$ cat config.mk
export PLATFORM = sky130hd
export DESIGN_NAME = m2m_add_seq
export DESIGN_NICKNAME = d
export VERILOG_FILES = /design/src/rtl/m2m_add_pkg.sv /design/src/rtl/m2m_add_ctrl.sv /design/src/rtl/m2m_add_dpath.sv /design/src/rtl/m2m_add_memif.sv /design/src/rtl/m2m_add_seq.sv
export SDC_FILE = /design/constraint.sdc
export NUM_CORES = 1
export LEC_CHECK = 0
export ABC_CLOCK_PERIOD_IN_PS = 2400
export BUFFER_PORTS_ARGS = -buffer_cell sky130_fd_sc_hd__clkbuf_2
export CAP_MARGIN = 20
export CORE_MARGIN = 3
export CORE_UTILIZATION = 35
export DETAILED_ROUTE_END_ITERATION = 16
export SLEW_MARGIN = 10
export SYNTH_ARGS = -nofsm -noshare
export SYNTH_HDL_FRONTEND = slang
export SYNTH_SLANG_ARGS = --single-unit
export TNS_END_PERCENT = 10
$ cat constraint.sdc
create_clock -name clk_i -period 2.4 [get_ports clk_i]
set_input_delay 0.72 -clock clk_i [delete_from_list [all_inputs] [get_ports clk_i]]
set_output_delay 0.72 -clock clk_i [all_outputs]
set_load 0.05 [all_outputs]
$ cat src/rtl/m2m_add_pkg.sv
package m2m_add_pkg;
  typedef enum logic [2:0] {
    ST_IDLE,
    ST_RD_A,
    ST_WT_A,
    ST_RD_B,
    ST_WT_B,
    ST_ADD,
    ST_WR_A,
    ST_DONE
  } seq_state_e;

  localparam int unsigned NUM_OPND = 2;
  localparam int unsigned OPND_A   = 0;
  localparam int unsigned OPND_B   = 1;
endpackage

$ cat src/rtl/m2m_add_ctrl.sv
module m2m_add_ctrl
  import m2m_add_pkg::*;
(
  input  logic                clk_i,
  input  logic                rst_ni,
  input  logic                start_i,
  output logic                accept_o,
  output logic                rd_a_o,
  output logic                rd_b_o,
  output logic [NUM_OPND-1:0] cap_o,
  output logic                add_o,
  output logic                wr_o,
  output logic                done_o,
  output logic                busy_o
);
  seq_state_e state_q, state_d;

  always_comb begin
    state_d = state_q;
    unique case (state_q)
      ST_IDLE: if (start_i) state_d = ST_RD_A;
      ST_RD_A: state_d = ST_WT_A;
      ST_WT_A: state_d = ST_RD_B;
      ST_RD_B: state_d = ST_WT_B;
      ST_WT_B: state_d = ST_ADD;
      ST_ADD:  state_d = ST_WR_A;
      ST_WR_A: state_d = ST_DONE;
      ST_DONE: state_d = ST_IDLE;
      default: state_d = ST_IDLE;
    endcase
  end

  always_ff @(posedge clk_i or negedge rst_ni) begin
    if (!rst_ni) state_q <= ST_IDLE;
    else         state_q <= state_d;
  end

  always_comb begin
    accept_o       = (state_q == ST_IDLE) && start_i;
    rd_a_o         = (state_q == ST_RD_A);
    rd_b_o         = (state_q == ST_RD_B);
    cap_o          = '0;
    cap_o[OPND_A]  = (state_q == ST_WT_A);
    cap_o[OPND_B]  = (state_q == ST_WT_B);
    add_o          = (state_q == ST_ADD);
    wr_o           = (state_q == ST_WR_A);
    done_o         = (state_q == ST_DONE);
    busy_o         = (state_q != ST_IDLE);
  end
endmodule

$ cat src/rtl/m2m_add_dpath.sv
module m2m_add_dpath
  import m2m_add_pkg::*;
#(
  parameter int unsigned ADDR_W = 12,
  parameter int unsigned DATA_W = 16,
  localparam int unsigned INSTR_W = 2 * ADDR_W
) (
  input  logic                clk_i,
  input  logic                rst_ni,
  input  logic                accept_i,
  input  logic [INSTR_W-1:0]  instr_i,
  input  logic [NUM_OPND-1:0] cap_i,
  input  logic                add_i,
  input  logic [DATA_W-1:0]   rdata_i,
  output logic [ADDR_W-1:0]   addr_a_o,
  output logic [ADDR_W-1:0]   addr_b_o,
  output logic [DATA_W-1:0]   sum_o
);
  logic [INSTR_W-1:0]               ir_q;
  logic [NUM_OPND-1:0][DATA_W-1:0]  opnd_q;
  logic [DATA_W-1:0]                sum_q;

  always_ff @(posedge clk_i or negedge rst_ni) begin
    if (!rst_ni)       ir_q <= '0;
    else if (accept_i) ir_q <= instr_i;
  end

  assign addr_a_o = ir_q[INSTR_W-1 -: ADDR_W];
  assign addr_b_o = ir_q[ADDR_W-1:0];

  // separate holding register per operand so A survives the B read
  for (genvar g = 0; g < NUM_OPND; g++) begin : g_opnd
    always_ff @(posedge clk_i or negedge rst_ni) begin
      if (!rst_ni)       opnd_q[g] <= '0;
      else if (cap_i[g]) opnd_q[g] <= rdata_i;
    end
  end

  // carry out discarded: modulo 2^DATA_W
  always_ff @(posedge clk_i or negedge rst_ni) begin
    if (!rst_ni)    sum_q <= '0;
    else if (add_i) sum_q <= opnd_q[OPND_A] + opnd_q[OPND_B];
  end

  assign sum_o = sum_q;
endmodule

$ cat src/rtl/m2m_add_memif.sv
module m2m_add_memif #(
  parameter int unsigned ADDR_W = 12,
  parameter int unsigned DATA_W = 16
) (
  input  logic              rd_a_i,
  input  logic              rd_b_i,
  input  logic              wr_i,
  input  logic [ADDR_W-1:0] addr_a_i,
  input  logic [ADDR_W-1:0] addr_b_i,
  input  logic [DATA_W-1:0] sum_i,
  output logic              req_o,
  output logic              we_o,
  output logic [ADDR_W-1:0] addr_o,
  output logic [DATA_W-1:0] wdata_o
);
  always_comb begin
    req_o   = rd_a_i | rd_b_i | wr_i;
    we_o    = wr_i;
    addr_o  = '0;
    if (rd_a_i || wr_i) addr_o = addr_a_i;
    else if (rd_b_i)    addr_o = addr_b_i;
    wdata_o = wr_i ? sum_i : '0;
  end
endmodule

$ cat src/rtl/m2m_add_seq.sv
module m2m_add_seq
  import m2m_add_pkg::*;
#(
  parameter int unsigned ADDR_W = 12,
  parameter int unsigned DATA_W = 16,
  localparam int unsigned INSTR_W = 2 * ADDR_W
) (
  input  logic               clk_i,
  input  logic               rst_ni,
  input  logic               start_i,
  input  logic [INSTR_W-1:0] instr_i,
  output logic               mem_req_o,
  output logic               mem_we_o,
  output logic [ADDR_W-1:0]  mem_addr_o,
  output logic [DATA_W-1:0]  mem_wdata_o,
  input  logic [DATA_W-1:0]  mem_rdata_i,
  output logic               done_o
);
  logic                accept, rd_a, rd_b, add, wr, seq_busy;
  logic [NUM_OPND-1:0] cap;
  logic [ADDR_W-1:0]   addr_a, addr_b;
  logic [DATA_W-1:0]   sum;

  m2m_add_ctrl u_ctrl (
    .clk_i    (clk_i),
    .rst_ni   (rst_ni),
    .start_i  (start_i),
    .accept_o (accept),
    .rd_a_o   (rd_a),
    .rd_b_o   (rd_b),
    .cap_o    (cap),
    .add_o    (add),
    .wr_o     (wr),
    .done_o   (done_o),
    .busy_o   (seq_busy)
  );

  m2m_add_dpath #(.ADDR_W(ADDR_W), .DATA_W(DATA_W)) u_dpath (
    .clk_i    (clk_i),
    .rst_ni   (rst_ni),
    .accept_i (accept),
    .instr_i  (instr_i),
    .cap_i    (cap),
    .add_i    (add),
    .rdata_i  (mem_rdata_i),
    .addr_a_o (addr_a),
    .addr_b_o (addr_b),
    .sum_o    (sum)
  );

  m2m_add_memif #(.ADDR_W(ADDR_W), .DATA_W(DATA_W)) u_memif (
    .rd_a_i   (rd_a),
    .rd_b_i   (rd_b),
    .wr_i     (wr),
    .addr_a_i (addr_a),
    .addr_b_i (addr_b),
    .sum_i    (sum),
    .req_o    (mem_req_o),
    .we_o     (mem_we_o),
    .addr_o   (mem_addr_o),
    .wdata_o  (mem_wdata_o)
  );
endmodule

==> impl_metrics.tcl <==
set metrics [dict create \
    status "complete, no violations" \
    mostFrequentLayoutCell "dfrtp_1" \
    p_leak_uw 0.00229 \
    worstReg2RegStart "u_dpath.opnd_q[0]" \
    clkLatencyLatePin_ns 0.33 \
    crit_slowest_cell "dfrtp_1" \
    cap_violations 0 \
    slew_viol_final 0 \
    clock-sinks 75 \
    synth_area_per_cell_um2 11.2 \
    clockRootBuffer "clkbuf_16" \
    n_antenna_cell 0 \
    synth_top_area_cell "dfrtp_1" \
    drtIter0Drc 221 \
    slew_headroom_pct 56.9 \
    die_area_mm2 0.0127 \
    seq_power_share_pct 27.6 \
    drive_gt1_share_pct 37.7 \
    wl_per_cell_um 14.7 \
    htreeDepth 3 \
    final-setup-viol-count 0 \
    sw_frac_of_total_pct 43.5 \
    die_y_um 113 \
    cts_tree "done" \
    synthArstFlopShare_pct 100 \
    route.detailed.drc 0 \
    path_clk_slew_ns 0.06 \
    pwr-share-comb_pct 57.3 \
    netlist_area_mm2 0.00397 \
    drt_pass1_iterations 4 \
    num_rows 38 \
    grt_max_degree 28 \
    crit_path_start_kind "register" \
    post_drt_via_cell_ratio 4.91 \
    cp.arrival_ns 1.60 \
    place_ws_ns 0.241 \
    placed_area_mm2 0.00479 \
    vias 2837 \
    synth_top_flop_cell "dfrtp_1" \
    seq_area_frac_synth_pct 47.3 \
    fin_tns_setup_ns 0 \
    internal_power_uw 4700 \
    worstSetupStartpoint "u_ctrl.state_q[0]" \
    ys_warn_count 0 \
    hp-class "input pin to async pin" \
    synthTopCellsByArea "dfrtp_1 (47%), mux2_2 (15%), ha_1 (4.7%)" \
    worstRegToRegCells 7 \
    place_congestion 0.812 \
    ys_types 42 \
    grt_remaining_overflow 0 \
    ys_ff_latch 75 \
    worst_slew_pin_slew_ns 0.647 \
    rr_endpoint "u_dpath.sum_o[14]" \
    worstPathRequired_ns 1.68 \
    fin_ws_ns 0.0772 \
    grt_pass1_vias 2875 \
    port_buffers 73 \
    mostFrequentLayoutCells "dfrtp_1 (74), mux2_2 (54), clkbuf_2 (44)" \
    hold_violations 0 \
    final_cell_area_mm2 0.00511 \
    core_mm2 0.0110 \
    grt_pass1_wl_um 14400 \
    post_cts_buffers 0 \
    max_stage_delay_ns 0.40 \
    power_density_mw_per_mm2 1630 \
    area_growth_pct 28.6 \
    syn_nets 412 \
    fin_crit_ns 2.32 \
    synth_edf_count 0 \
    dp_hpwl_um 6370 \
    p_sw_uw 3610 \
    postSynthCellCount 353 \
    reg2reg_slack_ns 0.33 \
    critPathKind "register to output port" \
    crit_chain "and3b_1 -> buf_6 -> nand2_1 -> o21ai_1 -> clkbuf_2" \
    ant_nets 0 \
    clock_path_buffers 2 \
    cts_inserted_buffers 9 \
    synth_top_area_share_pct 47.3 \
    ir_worst_vdd_mv 0.811 \
    rsz0062_at_grt "yes" \
    die_w_um 113 \
    start_util_pct 36.1 \
    io_pins 74 \
    final_nets 492 \
    nFillCells 1046 \
    track_usage_pct 14.0 \
    finalClockSkew_ns 0.00408 \
    clkPwrFrac_pct 15.1 \
    wl_um 8480 \
    antenna_found_initial 0 \
    fmax_ghz 0.431 \
    critPathCaptureType "output port" \
    total_power_uw 8310 \
    crit_fanout 14 \
    timing.final.crit_share_pct 96.8 \
]
[critical path, delay by kind of cell, from the launching register on]
| family | cells | cell delay [ns] |
|---|---|---|
| buffers and inverters | 2 | 0.47 |
| AND/OR/NAND/NOR | 2 | 0.34 |
| flip-flops | 1 | 0.40 |
| AO/OA/AOI/OAI | 1 | 0.06 |
[state kept, by name, summed over array words and instances (netlist names)]
| name | count |
|---|---|
| u_dpath.ir_q | 24 |
| u_dpath.opnd_q | 32 |
| u_dpath.sum_o | 16 |
| u_ctrl.state_q | 3 |
[area by class of cell]
type                    instances  area (µm²)  share of cell area (%)
clock inverters                 6        41.3                   0.808
flip-flops and latches         75        1880                    36.8
inverters                       6        22.5                   0.441
clock buffers                  10         239                    4.68
well taps                     140         175                    3.43
multi-input cells             257        1980                    38.8
repair buffers                 84         772                    15.1
[power by group through the flow]
stage	Clock, µW	Sequential (µW)	Combinational [µW]
floorplan	0	2200	3630
global placement	0	2280	4670
detailed placement	0	2320	4720
CTS	1300	2300	4790
global route	1360	2390	5240
finish	1260	2290	4760
[worst max path at each step]
| stage | end | slack, ns | cells after the start |
|---|---|---|---|
| final | mem_addr_o[8] | 0.08 | 5 |
| after global routing | mem_addr_o[1] | -0.02 | 3 |
| after CTS | mem_addr_o[8] | 0.0006 | 5 |
| after detailed placement | mem_addr_o[0] | 0.24 | 3 |
| after global placement | mem_addr_o[0] | 0.37 | 3 |
| after floorplan | mem_addr_o[1] | -0.31 | 4 |
[repair_timing]
action,4_1_cts,5_1_grt
setup endpoints to repair,12,20
gates resized for setup,12,6
hold buffers,0,0
[synthesized netlist by cell type, types with 2 or more instances]
cell type  instances
mux2i_1           13
o211ai_1           3
xor2_1             6
nor3_1             2
ha_1              15
nand3_1            5
buf_4              6
dfrtp_1           75
and3_1             4
nor2_1             8
and2_1            18
a21oi_4            2
a21boi_0           3
and3b_1            2
clkbuf_1           2
o21ai_0           30
xnor2_1            6
buf_2              6
nand2_1           43
a21oi_1           20
inv_1              6
mux2_2            54
o31ai_1            2
mux2_1             2
nand2b_1           3
[cell families after synthesis]
family | after synthesis | share of synthesized area (%)
AND/OR/NAND/NOR | 92 | 12.1
flip-flops | 75 | 47.3
multiplexers | 69 | 19.2
AO/OA/AOI/OAI | 68 | 10.6
buffers and inverters | 21 | 2.93
adder cells (fa/ha/maj) | 16 | 5.23
XOR/XNOR | 12 | 2.65
[routing by layer]
| metal | global-route usage, % | part of all wire, % | vias up |
|---|---|---|---|
| met5 | 0 | 0 | - |
| met4 | 3.85 | 0.74 | 0 |
| met3 | 3.99 | 5.0 | 7 |
| met2 | 22.6 | 49 | 72 |
| met1 | 18.6 | 46 | 1347 |
| li1 | - | - | 1411 |
[stage by stage]
step,util [%],std cells,hold slack (ns)
final,46.5,578,0.412
after CTS,46.5,578,0.424
after detailed placement,43.6,562,0.460
after global routing,46.5,578,0.454
after floorplan,-,353,0.424
after global placement,43.6,562,0.455
(Power assumes the default switching activity.)
